File: src/rtl/sync_fifo_th_pkg.sv
// Package: shared helpers and the per-cycle acceptance record for the FIFO.
// Assumes the depth parameter is a power of two.
package sync_fifo_th_pkg;

    // Width needed to hold counts 0..depth inclusive.
    function automatic int cnt_width(input int depth);
        return $clog2(depth) + 1;
    endfunction

    // Acceptance decision of the current cycle.
    typedef struct packed {
        logic wr_ok;
        logic rd_ok;
    } fifo_acc_t;

endpackage

File: src/rtl/sync_fifo_th_ctrl.sv
// Control: decides which requests are accepted, keeps the pointers and the
// exact word count. Assumes DEPTH is a power of two so pointers wrap freely.
module sync_fifo_th_ctrl
    import sync_fifo_th_pkg::*;
#(
    parameter int DEPTH = 16,
    localparam int AW = $clog2(DEPTH),
    localparam int CW = cnt_width(DEPTH)
) (
    input  logic            clk,
    input  logic            rst_n,
    input  logic            wr_en,
    input  logic            rd_en,
    output fifo_acc_t       acc,
    output logic [AW-1:0]   wptr,
    output logic [AW-1:0]   rptr,
    output logic [CW-1:0]   cnt,
    output logic [CW-1:0]   cnt_nxt,
    output logic            full,
    output logic            empty
);

    // Flags derived from the registered count.
    assign full  = (cnt == CW'(DEPTH));
    assign empty = (cnt == '0);

    // Acceptance: a read needs data; a write needs room or a read in the same cycle.
    always_comb begin
        acc.rd_ok = rd_en && !empty;
        acc.wr_ok = wr_en && (!full || acc.rd_ok);
    end

    // Next count from the accepted operations.
    assign cnt_nxt = cnt + CW'(acc.wr_ok) - CW'(acc.rd_ok);

    // Pointer and count registers.
    always_ff @(posedge clk) begin
        if (!rst_n) begin
            wptr <= '0;
            rptr <= '0;
            cnt  <= '0;
        end else begin
            if (acc.wr_ok) wptr <= wptr + 1'b1;
            if (acc.rd_ok) rptr <= rptr + 1'b1;
            cnt <= cnt_nxt;
        end
    end

    // count never exceeds capacity
    assert_cnt_range_R8: assert property (@(posedge clk) disable iff (!rst_n)
        cnt <= CW'(DEPTH));

    // refused write while full leaves the count unchanged
    assert_no_overflow_R3: assert property (@(posedge clk) disable iff (!rst_n)
        (full && !rd_en) |=> $stable(cnt));

    // refused read while empty without a write keeps the FIFO empty
    assert_no_underflow_R4: assert property (@(posedge clk) disable iff (!rst_n)
        (empty && !wr_en) |=> (cnt == '0));

    // both requests at full keep the count at capacity
    assert_full_pass_R5: assert property (@(posedge clk) disable iff (!rst_n)
        (full && wr_en && rd_en) |=> (cnt == CW'(DEPTH)));

endmodule

File: src/rtl/sync_fifo_th_store.sv
// Storage: word array with a registered read port (one-cycle latency) and the
// matching valid pulse. A read and write to the same slot returns the old word.
module sync_fifo_th_store #(
    parameter int DATA_W = 8,
    parameter int DEPTH  = 16,
    localparam int AW = $clog2(DEPTH)
) (
    input  logic              clk,
    input  logic              rst_n,
    input  logic              we,
    input  logic [AW-1:0]     waddr,
    input  logic [DATA_W-1:0] wdata,
    input  logic              re,
    input  logic [AW-1:0]     raddr,
    output logic [DATA_W-1:0] rdata,
    output logic              rvalid
);

    logic [DATA_W-1:0] mem [DEPTH];

    // Array write; no reset on storage.
    always_ff @(posedge clk) begin
        if (we) mem[waddr] <= wdata;
    end

    // Registered read data and valid pulse.
    always_ff @(posedge clk) begin
        if (!rst_n) begin
            rdata  <= '0;
            rvalid <= 1'b0;
        end else begin
            rvalid <= re;
            if (re) rdata <= mem[raddr];
        end
    end

    // data output only moves together with a valid pulse
    assert_dout_hold_R11: assert property (@(posedge clk) disable iff (!rst_n)
        !rvalid |-> $stable(rdata));

endmodule

File: src/rtl/sync_fifo_th_status.sv
// Status: threshold flags and per-cycle request reports. Assumes the clear
// level sits strictly below the set level and thresholds are static.
module sync_fifo_th_status
    import sync_fifo_th_pkg::*;
#(
    parameter int DEPTH = 16,
    localparam int CW = cnt_width(DEPTH)
) (
    input  logic          clk,
    input  logic          rst_n,
    input  logic          wr_en,
    input  logic          rd_en,
    input  fifo_acc_t     acc,
    input  logic [CW-1:0] cnt,
    input  logic [CW-1:0] cnt_nxt,
    input  logic [CW-1:0] pf_set_lvl,
    input  logic [CW-1:0] pf_clr_lvl,
    input  logic [CW-1:0] pe_lvl,
    output logic          almost_full,
    output logic          almost_empty,
    output logic          prog_full,
    output logic          prog_empty,
    output logic          wr_ack,
    output logic          overflow,
    output logic          underflow
);

    // Level flags decoded from the registered count.
    assign almost_full  = (cnt == CW'(DEPTH - 1));
    assign almost_empty = (cnt == CW'(1));
    assign prog_empty   = (cnt <= pe_lvl);

    // High-water flag with hysteresis, updated from the next count.
    always_ff @(posedge clk) begin
        if (!rst_n)                     prog_full <= 1'b0;
        else if (cnt_nxt >= pf_set_lvl) prog_full <= 1'b1;
        else if (cnt_nxt < pf_clr_lvl)  prog_full <= 1'b0;
    end

    // One-cycle-late reports on the requests just seen.
    always_ff @(posedge clk) begin
        if (!rst_n) begin
            wr_ack    <= 1'b0;
            overflow  <= 1'b0;
            underflow <= 1'b0;
        end else begin
            wr_ack    <= acc.wr_ok;
            overflow  <= wr_en && !acc.wr_ok;
            underflow <= rd_en && !acc.rd_ok;
        end
    end

    // flag only rises at or above the set level
    assert_pf_rise_R9: assert property (@(posedge clk) disable iff (!rst_n)
        $rose(prog_full) |-> (cnt >= pf_set_lvl));

    // flag only falls below the clear level
    assert_pf_fall_R9: assert property (@(posedge clk) disable iff (!rst_n)
        $fell(prog_full) |-> (cnt < pf_clr_lvl));

    // acknowledge and refusal of a write are exclusive
    assert_ack_excl_R6: assert property (@(posedge clk) disable iff (!rst_n)
        $onehot0({wr_ack, overflow}));

    // overflow follows a write request
    assert_ovf_cause_R3: assert property (@(posedge clk) disable iff (!rst_n)
        overflow |-> $past(wr_en));

endmodule

File: src/rtl/sync_fifo_th.sv
// Top: single-clock FIFO with threshold flags and request reports.
// Assumes DEPTH is a power of two, OCC_W <= log2(DEPTH)+1, and static
// thresholds with pf_clr_lvl < pf_set_lvl.
module sync_fifo_th
    import sync_fifo_th_pkg::*;
#(
    parameter int DATA_W = 8,
    parameter int DEPTH  = 16,
    parameter int OCC_W  = $clog2(DEPTH) + 1,
    localparam int AW = $clog2(DEPTH),
    localparam int CW = cnt_width(DEPTH)
) (
    input  logic              clk,
    input  logic              rst_n,
    input  logic [DATA_W-1:0] din,
    input  logic              wr_en,
    input  logic              rd_en,
    input  logic [CW-1:0]     pf_set_lvl,
    input  logic [CW-1:0]     pf_clr_lvl,
    input  logic [CW-1:0]     pe_lvl,
    output logic [DATA_W-1:0] dout,
    output logic              full,
    output logic              empty,
    output logic              almost_full,
    output logic              almost_empty,
    output logic              prog_full,
    output logic              prog_empty,
    output logic              wr_ack,
    output logic              overflow,
    output logic              underflow,
    output logic              data_valid,
    output logic [OCC_W-1:0]  occupancy
);

    fifo_acc_t     acc;
    logic [AW-1:0] wptr, rptr;
    logic [CW-1:0] cnt, cnt_nxt;

    sync_fifo_th_ctrl #(.DEPTH(DEPTH)) u_ctrl (
        .clk(clk), .rst_n(rst_n), .wr_en(wr_en), .rd_en(rd_en),
        .acc(acc), .wptr(wptr), .rptr(rptr), .cnt(cnt), .cnt_nxt(cnt_nxt),
        .full(full), .empty(empty)
    );

    sync_fifo_th_store #(.DATA_W(DATA_W), .DEPTH(DEPTH)) u_store (
        .clk(clk), .rst_n(rst_n), .we(acc.wr_ok), .waddr(wptr), .wdata(din),
        .re(acc.rd_ok), .raddr(rptr), .rdata(dout), .rvalid(data_valid)
    );

    sync_fifo_th_status #(.DEPTH(DEPTH)) u_status (
        .clk(clk), .rst_n(rst_n), .wr_en(wr_en), .rd_en(rd_en), .acc(acc),
        .cnt(cnt), .cnt_nxt(cnt_nxt), .pf_set_lvl(pf_set_lvl),
        .pf_clr_lvl(pf_clr_lvl), .pe_lvl(pe_lvl),
        .almost_full(almost_full), .almost_empty(almost_empty),
        .prog_full(prog_full), .prog_empty(prog_empty),
        .wr_ack(wr_ack), .overflow(overflow), .underflow(underflow)
    );

    // Occupancy output: full width, or upper bits when narrowed.
    generate
        if (OCC_W >= CW) begin : g_occ_full
            assign occupancy = OCC_W'(cnt);
        end else begin : g_occ_trunc
            assign occupancy = cnt[CW-1 -: OCC_W];
        end
    endgenerate

    // a valid word follows only a read request that met a non-empty FIFO
    assert_dv_cause_R11: assert property (@(posedge clk) disable iff (!rst_n)
        data_valid |-> ($past(rd_en) && !$past(empty)));

    // underflow follows a read request made while empty
    assert_udf_cause_R4: assert property (@(posedge clk) disable iff (!rst_n)
        underflow |-> ($past(rd_en) && $past(empty)));

    // full and empty never together
    assert_flags_excl_R7: assert property (@(posedge clk) disable iff (!rst_n)
        !(full && empty));

endmodule

File: config.mk
export PLATFORM = sky130hd
export DESIGN_NAME = sync_fifo_th
export DESIGN_NICKNAME = d
export VERILOG_FILES = /design/src/rtl/sync_fifo_th_pkg.sv /design/src/rtl/sync_fifo_th_ctrl.sv /design/src/rtl/sync_fifo_th_store.sv /design/src/rtl/sync_fifo_th_status.sv /design/src/rtl/sync_fifo_th.sv
export SDC_FILE = /design/constraint.sdc
export NUM_CORES = 1
export LEC_CHECK = 0
export ABC_CLOCK_PERIOD_IN_PS = 3800
export CORE_AREA = 2 2 136 138
export CTS_CLUSTER_SIZE = 12
export DETAILED_ROUTE_END_ITERATION = 12
export DIE_AREA = 0 0 138 140
export MAX_ROUTING_LAYER = met4
export PLACE_DENSITY_LB_ADDON = 0.08
export REMOVE_ABC_BUFFERS = 1
export SYNTH_ARGS = -nofsm -noshare
export SYNTH_HDL_FRONTEND = slang
export SYNTH_SLANG_ARGS = --single-unit
File: constraint.sdc
create_clock -name clk -period 3.8 [get_ports clk]
set_clock_uncertainty 0.1 [all_clocks]
set_input_delay 0.76 -clock clk [delete_from_list [all_inputs] [get_ports clk]]
set_output_delay 0.76 -clock clk [all_outputs]
set_load 0.01 [all_outputs]
-- Word level (Yosys, flattened, before mapping)
Memory sizes are Yosys's and may differ from the RTL's. A register that Yosys moved wholly into a read port is not among the register bits.
Index checks and enable logic that the tools add are counted.
- equal/unequal tests: 3
- bitwise logic cells: 0
- shifts and indexed selects: 0
- div/mod/pow operators: 0
- mux-type cells: 4
- $add $sub $neg: 4
- reduce and logical (&&, ||, !) cells: 12
- order comparisons: 3
- multipliers: 0
- operators with widths (kind ; number):
    4-bit by 1-bit adder with 4-bit output (second input constant) ; 2
    5-bit by 1-bit adder with 5-bit output ; 1
    5-bit by 1-bit == test with 1-bit output (second input constant) ; 1
    5-bit by 4-bit == test with 1-bit output (second input constant) ; 1
    5-bit == test (second input constant) ; 1
    5-bit >= comparator ; 1
    5-bit <= comparator ; 1
    1-bit logical NOT ; 5
    5-bit logical NOT ; 1
    5-bit < comparator ; 1
    5-bit by 1-bit subtractor with 5-bit output ; 1
    1-bit logical AND ; 4
    1-bit 2-to-1 mux ; 4
    2-bit nonzero test ; 1
    1-bit logical OR ; 1
- memory bits (read-only): 0
- memory bits (writable): 128
- output and inout bits: 23
- bits in registers: 18
- logic and storage cells: 35
- memories kept: 1
- input port bits: 27
- latch bits: 0
- memories (name ; words ; bits a word ; read ports ; clocked after memory_dff ; write ports ; RTL line ; RTL):
    u_store.mem ; 16 ; 8 ; 1 ; 1 ; 1 ; sync_fifo_th_store.sv:19 ; logic [DATA_W-1:0] mem [DEPTH];

-- Depth between registers and ports, before layout
Gate-level depths: netlist (run 1).
- word-level depth: 10
- depth in mapped cells: 18
- mapped depth without buffers: 17

-- Hierarchy
From an unflattened synthesis (run 1), not the netlist that was laid out.
- cell total of the unflattened synthesis: 466
- area, all modules: 6646.4 um^2
- modules (own cells, without submodules) (module ; times used ; sequential area each (um^2) ; area each (um^2) ; cells each):
    sync_fifo_th_store ; 1 ; 4023.9 ; 5382.7 ; 320
    sync_fifo_th_ctrl ; 1 ; 260.2 ; 778.2 ; 84
    sync_fifo_th_status ; 1 ; 80.1 ; 485.5 ; 62

-- Worst setup path after synthesis (run 1)
Ideal clock, no wire load.
- path type: flip-flop to flip-flop
- start: register u_ctrl.cnt[2]
- end: register u_status.prog_full
- setup time: 127 ps
- arrival time: 2831 ps
- required time: 3573 ps
- cell stages (with the launch flop): 17
- setup slack: 742 ps
- path buffers: 1
- period minus slack after synthesis: 3058 ps
- cells stage by stage: dfxtp_1 > inv_1 > ha_1 > nor4b_4 > nand2b_1 > buf_4 > nand2_1 > nand2_1 > ha_1 > fa_1 > a21oi_1 > nor2_1 > nor2_1 > xnor2_1 > ha_1 > o2111ai_1 > nand3_1
- longest elaborated chain between the ends: 9
- elaborated cells between the ends (all ways): 13
- classes of those cells: add/sub: 2; order compare: 2; eq/ne: 1; mux: 1; reduce/logical: 7
- RTL lines (what ; RTL line ; RTL):
    from (decl) ; sync_fifo_th_ctrl.sv:17 ; output logic [CW-1:0] cnt,
    from (signal assigned) ; sync_fifo_th_ctrl.sv:45 ; cnt <= cnt_nxt;
    5-bit logical NOT (*) ; sync_fifo_th_ctrl.sv:25 ; assign empty = (cnt == '0);
    net empty ; sync_fifo_th.sv:23 ; output logic empty,
    1-bit logical NOT (*) ; sync_fifo_th_ctrl.sv:29 ; acc.rd_ok = rd_en && !empty;
    1-bit logical AND (*) ; sync_fifo_th_ctrl.sv:29 ;
    1-bit logical OR ; sync_fifo_th_ctrl.sv:30 ; acc.wr_ok = wr_en && (!full || acc.rd_ok);
    1-bit logical AND ; sync_fifo_th_ctrl.sv:30 ;
    5-bit by 1-bit adder with 5-bit output ; sync_fifo_th_ctrl.sv:34 ; assign cnt_nxt = cnt + CW'(acc.wr_ok) - CW'(acc.rd_ok);
    5-bit by 1-bit subtractor with 5-bit output (*) ; sync_fifo_th_ctrl.sv:34 ;
    net cnt_nxt[4] ; sync_fifo_th.sv:37 ; logic [CW-1:0] cnt, cnt_nxt;
    5-bit >= comparator or 5-bit < comparator (tied branches) ; sync_fifo_th_status.sv:36, sync_fifo_th_status.sv:37 ;
    1-bit 2-to-1 mux or 2-bit nonzero test (tied branches) ; n/a ;
    to (signal assigned) ; sync_fifo_th_status.sv:35 ; if (!rst_n) prog_full <= 1'b0;
    to (signal assigned) ; sync_fifo_th_status.sv:36 ; else if (cnt_nxt >= pf_set_lvl) prog_full <= 1'b1;
    to (signal assigned) ; sync_fifo_th_status.sv:37 ; else if (cnt_nxt < pf_clr_lvl) prog_full <= 1'b0;
    to (decl) ; sync_fifo_th_status.sv:21 ; output logic prog_full,
The timed path passes the listed nets; every way through them passes the cells marked *.
A chain may end at the register's enable or synchronous reset.

-- Worst setup path after layout (run 1)
- start: input port pe_lvl[1]
- end: output port prog_empty
- longest elaborated chain between the ends: 1
- RTL lines (what ; RTL line ; RTL):
    from (decl) ; sync_fifo_th.sv:20 ; input logic [CW-1:0] pe_lvl,
    5-bit <= comparator ; sync_fifo_th_status.sv:31 ; assign prog_empty = (cnt <= pe_lvl);
    to (decl) ; sync_fifo_th.sv:27 ; output logic prog_empty,
Every way passes these cells.

==> results of run 1 <==
tightest hold or removal path: cells and delay by family (launching register included):
family           cells  cell delay [ns]
flip-flops           1             0.33
AND/OR/NAND/NOR      1             0.07
AO/OA/AOI/OAI        1             0.07
where the power goes:
group | switching [mW] | leakage (nW) | internal, mW
logic | 0.650 | 1.07 | 0.683
registers | 0.0981 | 1.37 | 1.94
clock network | 0.696 | 0.277 | 0.988
registers in the layout, summed over array words and instances (netlist names):
register            count
u_ctrl.rptr             4
u_ctrl.cnt              5
u_status.overflow       1
u_store.mem           128
u_store.rvalid          1
u_status.wr_ack         1
u_ctrl.wptr             4
u_status.underflow      1
u_status.prog_full      1
u_store.rdata           8
cells by family after synthesis:
| family | count (synthesis) |
|---|---|
| multiplexers | 49 |
| AND/OR/NAND/NOR | 75 |
| XOR/XNOR | 10 |
| adder cells (fa/ha/maj) | 26 |
| flip-flops | 154 |
| buffers and inverters | 38 |
| AO/OA/AOI/OAI | 24 |
metrics by stage:
stage          util (%)  instance area, µm²
2_1_floorplan         -                6360
3_3_place_gp       41.3                7330
3_5_place_dp       41.3                7330
4_1_cts            44.6                7930
5_1_grt            44.6                7930
6_report           44.6                7930
layer usage:
layer | GRT usage (%) | up-vias
met2 | 24.5 | 63
met5 | - | -
met4 | 4.03 | 0
met3 | 3.45 | 10
met1 | 20.9 | 1724
li1 | - | 1611
Yosys cell counts:
| cell type | n |
|---|---|
| nand2_1 | 12 |
| buf_2 | 5 |
| ha_1 | 25 |
| a21boi_0 | 1 |
| mux2i_1 | 17 |
| edfxtp_1 | 128 |
| fa_1 | 1 |
| nand4_1 | 3 |
| o2111ai_1 | 2 |
| a21oi_1 | 3 |
| nand3_1 | 10 |
| and4bb_4 | 1 |
| inv_1 | 22 |
| o21a_1 | 1 |
| nor4b_4 | 1 |
| or3_1 | 1 |
| xnor2_1 | 7 |
| mux4_2 | 32 |
| nor4b_1 | 1 |
| buf_4 | 1 |
| o21ai_0 | 3 |
| nand3b_1 | 1 |
| xor2_1 | 3 |
| a211o_1 | 1 |
| nand2b_1 | 5 |
| nor2b_1 | 3 |
| nand2_2 | 1 |
| nor3_1 | 5 |
| a211oi_1 | 1 |
| a21o_1 | 2 |
| and2_1 | 12 |
| dfxtp_1 | 26 |
| nor2_1 | 17 |
| o22ai_1 | 1 |
| a21boi_4 | 1 |
| clkbuf_1 | 6 |
| o221ai_1 | 8 |
| buf_6 | 4 |
| and3_1 | 2 |
final timing paths:
path / startpoint / to / slack [ns] / cells past startpoint
setup / recovery: pe_lvl[1] / prog_empty / 0.14 / 9
hold / removal: u_store.rdata[6] / u_store.rdata[6] / 0.40 / 2
setup reg to reg: u_ctrl.cnt[2] / u_status.prog_full / 0.71 / 14
hold reg to reg: u_store.rdata[6] / u_store.rdata[6] / 0.40 / 2
cell type report:
class	count	area, µm²
clock buffer	19	433
clock inverter	13	164
fill	1585	9850
inverter	22	82.6
multi-input combinational	184	1910
sequential	154	4370
tap	229	287
timing repair buffer	74	691
==> impl_metrics.csv, run 1 <==
group,metric,value,unit
clock_network,clk_pin_slew,0.07,ns
worst_setup_path,critPathMaxFanout,2,
worst_setup_path,slowest_delay,0.56,ns
clock_network,cts.sinks,154,
grt,grt_pass1_vias,3608,
synth,synth-simple-area-share,6.34,%
grt,track_usage,15.6,%
power,p_leak,2.72,nW
worst_setup_path,worstPathArrival,2.80,ns
grt,grt_antenna_before_repair,0,
timing,max_clock_freq,273,MHz
detailed_routing,drt-initial-drc-count,202,
floorplanning,row_count,49,
floorplanning,fp.dieH,140,µm
clock_network,clock_latency,0.41,ns
grt,grt_pass1_wl,21700,µm
placed_design,place_congestion,0.738,
detailed_routing,route.met2.wl,6490,µm
floorplanning,die_area,19300,µm²
placed_design,pre_cts_slack,0.108,ns
synth,yosysTopAreaCell,"edfxtp_1",
placed_design,dp.cells,663,
worst_setup_path,cp_slowest_cell,"clkdlybuf4s50_1",
worst_setup_path,end_kind,"output pin",
worst_setup_path,cp_common_cell,"clkdlybuf4s50_1",
clock_network,clock-root-buffer,"clkbuf_16",
synth,yosys_warnings,0,
clock_network,cts_setup_buffers,0,
synth,synth_cells,376,
timing,final.min_clock_period,3.66,ns
synth,ys_seq_area_share,67.6,%
timing,fin_tns_setup,0,ns
synth,synth_fa_ha_area_share,5.16,%
detailed_routing,met1_length,6420,µm
floorplanning,io_pins,50,
final_layout,antenna-diode-count,0,
hold_path,hold_path.class,"flop to flop",
worst_setup_path,path_delay_family,"buffers and inverters",
detailed_routing,highest_layer,"met4",
clock_network,cts_made_buffers,17,
final_layout,layout_common_cells,"edfxtp_1, clkdlybuf4s50_1, mux4_2, ha_1, dfxtp_1",
synth,netlist-cell-type-count,39,
grt,grt_max_degree,35,
grt,grt_overflow,0,
timing,maxSlewHeadroom,58.1,%
final_layout,final_common_cell,"edfxtp_1",
timing,slew_violations,0,
clock_network,cts_tree,"yes",
flow_run,cap_violations,0,
worst_setup_path,crit_chain,"clkdlybuf4s50_1 > inv_1 > ha_1 > nor2b_1 > o21ai_0 > a21oi_1 > o21a_1 > o22ai_1 > clkdlybuf4s50_1",
floorplanning,core,17800,µm²
synth,ys_seq_elements,154,
timing,setup_viol,0,
worst_setup_path,cp.required,2.94,ns
detailed_routing,first_pass_iters,4,
outcome,status,"finished clean",
detailed_routing,viasPerCell,4.90,
final_layout,nNetsFinal,506,
power,irDropWorstVdd,0.324,mV
detailed_routing,ant_nets,0,
synth,yosys.area_share.xor_xnor,1.36,%
timing,hold_viol_final,0,
timing,post-route-period-util,96.3,%
timing,rsz0062_at_grt,"no",
power,powerDensity,637,nW/µm²
final_layout,final_cells,695,
clock_network,ctsHoldBuffers,0,
final_layout,drive_gt1_share,19.7,%
placed_design,io_buffers,49,
synth,yosysTopAreaCellShare,59.5,%
timing,whs,0.401,ns
synth,netlist_area,6460,µm²
timing,final.setup.worst_slack,0.139,ns
timing,worstMarginPinSlew,0.627,ns
synth,synth_compound_area_share,2.93,%
final_layout,area_delta_synth_final,22.8,%
synth,synth_area_leaders,"edfxtp_1, mux4_2, dfxtp_1, ha_1, mux2i_1",
synth,avgSynthCellArea,17.2,µm²
power,power,5.05,mW
detailed_routing,post_drt_wl_per_cell,19.6,µm
detailed_routing,vias,3408,
detailed_routing,dr_wl_met3,580,µm
detailed_routing,drc,0,
floorplanning,start_util,36.3,%
placed_design,hpwlAfterDp,8850,µm
synth,synth_top_family_by_area,"multiplexers",
clock_network,cts.path.max_buffers,2,
clock_network,post_cts_resized,0,
floorplanning,die_w,138,µm
synth,synthMuxAreaShare,13.8,%
clock_network,cts_max_level,4,
worst_setup_path,start_kind,"input pin",
worst_setup_path,critical_path_class,"input pin to output pin",
detailed_routing,routed_wl,13600,µm
worst_setup_path,crit_buf_inv,3,
Note: power is estimated with default switching activity, not from simulation.
==> run 2, diff against run 1 <==
Settings changed: PLACE_DENSITY from default to 0.56, PLACE_DENSITY_LB_ADDON 0.08 to default.
==> impl_metrics.csv, run 2 (synthesized netlist as in run 1, its figures left out) <==
group,metric,value,unit
worst_setup_path,end_kind,"output pin",
floorplanning,start_util,36.3,%
clock_network,cts.path.max_buffers,2,
final_layout,post-route-util,44.4,%
timing,worstMarginPinSlew,0.656,ns
clock_network,cts_tree,"yes",
floorplanning,core,17800,µm²
worst_setup_path,start_kind,"input pin",
floorplanning,row_count,49,
timing,final.setup.worst_slack,0.135,ns
timing,rsz0062_at_grt,"no",
worst_setup_path,critical_path_class,"input pin to output pin",
clock_network,clock-root-buffer,"clkbuf_16",
placed_design,dpl_cell_area,7330,µm²
clock_network,cts_setup_buffers,0,
timing,maxSlewHeadroom,56.1,%
clock_network,ctsHoldBuffers,0,
detailed_routing,ant_nets,0,
timing,post-route-period-util,96.4,%
flow_run,cap_violations,0,
grt,track_usage,15.4,%
final_layout,final_common_cell,"edfxtp_1",
hold_path,min_from,"u_store.rdata[4]",
floorplanning,die_w,138,µm
worst_setup_path,r2r-end,"u_status.prog_full",
final_layout,multi_input_area,1910,µm²
detailed_routing,vias,3474,
power,irDropWorstVdd,0.356,mV
clock_network,cts_made_buffers,17,
detailed_routing,viasPerCell,5.01,
timing,max_clock_freq,273,MHz
final_layout,reg.largest.list,"u_store.mem (128), u_store.rdata (8), u_ctrl.cnt (5)",
placed_design,io_buffers,49,
placed_design,place_congestion,0.848,
floorplanning,fp.dieH,140,µm
final_layout,largest_reg_flops,128,
final_layout,nFillCells,1565,
worst_setup_path,critPathMaxFanout,2,
detailed_routing,post_drt_wl_per_cell,19.4,µm
hold_path,hold_path.class,"flop to flop",
grt,grt_max_degree,35,
worst_setup_path,worstPathArrival,2.81,ns
final_layout,ff_latch_area,4370,µm²
hold_path,hold_depth,2,
timing,fin_tns_setup,0,ns
detailed_routing,drc,0,
placed_design,hpwlAfterDp,8850,µm
outcome,status,"finished clean",
timing,final.min_clock_period,3.67,ns
timing,slew_violations,0,
grt,grt_pass1_vias,3682,
timing,hold_viol_final,0,
clock_network,post_cts_resized,0,
floorplanning,io_pins,50,
placed_design,pre_cts_slack,0.131,ns
final_layout,area_delta_synth_final,22.4,%
final_layout,drive_gt1_share,19.6,%
detailed_routing,first_pass_iters,4,
worst_setup_path,cp.required,2.94,ns
worst_setup_path,r2r_slack,0.53,ns
power,powerDensity,635,nW/µm²
power,p_leak,2.71,nW
final_layout,top_register,"u_store.mem",
detailed_routing,routed_wl,13500,µm
detailed_routing,drt-initial-drc-count,249,
timing,setup_viol,0,
final_layout,antenna-diode-count,0,
timing,whs,0.398,ns
clock_network,clock_latency,0.41,ns
hold_path,whs_endpoint,"u_store.rdata[4]",
grt,grt_antenna_before_repair,0,
clock_network,cts_max_level,4,
clock_network,cts.sinks,154,
floorplanning,die_area,19300,µm²
final_layout,nNetsFinal,505,
grt,grt_pass1_wl,21600,µm
worst_setup_path,worstReg2RegStart,"u_ctrl.cnt[2]",
final_layout,layout_common_cells,"edfxtp_1, clkdlybuf4s50_1, mux4_2, ha_1, dfxtp_1",
final_layout,final_area,7900,µm²
worst_setup_path,rr_worst_depth,14,
clock_network,clk_pin_slew,0.06,ns
grt,grt_overflow,0,
[run 2: changes by cell type in the layout (fill, tap and decap cells not counted), sizes merged]
cell	before	now
clkinvlp	4	2
inv	26	25
clkbuf	19	18
clkinv	3	7
buf	25	24
[run 2: cell type report]
class / count / area share [%]
clock buffer: 18 / 5.43
clock inverter: 14 / 1.85
inverter: 22 / 1.04
multi-input combinational: 184 / 24.2
sequential: 154 / 55.2
tap: 229 / 3.63
timing repair buffer: 73 / 8.64
[run 2: worst max-delay path, stage by stage]
cell             delay (ns)
clkdlybuf4s50_1        0.46
inv_1                  0.04
ha_1                   0.29
nor2b_1                0.13
o21ai_0                0.14
a21oi_1                0.10
o21a_1                 0.18
o22ai_1                0.14
clkdlybuf4s50_1        0.56
[run 2: where the power goes]
part,internal (mW),switching (mW),total (mW)
Combinational,0.683,0.660,1.34
Sequential,1.94,0.100,2.04
Clock,0.970,0.666,1.64
[run 2: worst max-delay path by stage]
stage                          to  slack (ns)          start  depth (start not counted)
6_report               prog_empty        0.13      pe_lvl[1]                          9
2_1_floorplan  u_status.prog_full        0.71  u_ctrl.cnt[3]                         13
3_3_place_gp   u_status.prog_full        0.16          rd_en                         11
5_1_grt                prog_empty        0.05      pe_lvl[1]                          9
3_5_place_dp           prog_empty        0.13      pe_lvl[1]                          9
4_1_cts                prog_empty        0.13      pe_lvl[1]                          9
[run 2: routing by layer]
| metal | global-route usage, % | part of all wire, % | vias to the layer above |
|---|---|---|---|
| met2 | 24.2 | 48 | 85 |
| met4 | 3.87 | 0.53 | 0 |
| met1 | 20.2 | 47 | 1776 |
| met5 | - | 0 | - |
| li1 | - | - | 1606 |
| met3 | 4.00 | 4.0 | 7 |
[run 2: through the flow]
step | cells | total power [mW]
after floorplan | 360 | 2.90
after global placement | 662 | 3.39
after detailed placement | 662 | 3.43
after CTS | 694 | 5.07
after global routing | 694 | 5.30
final | 694 | 5.01
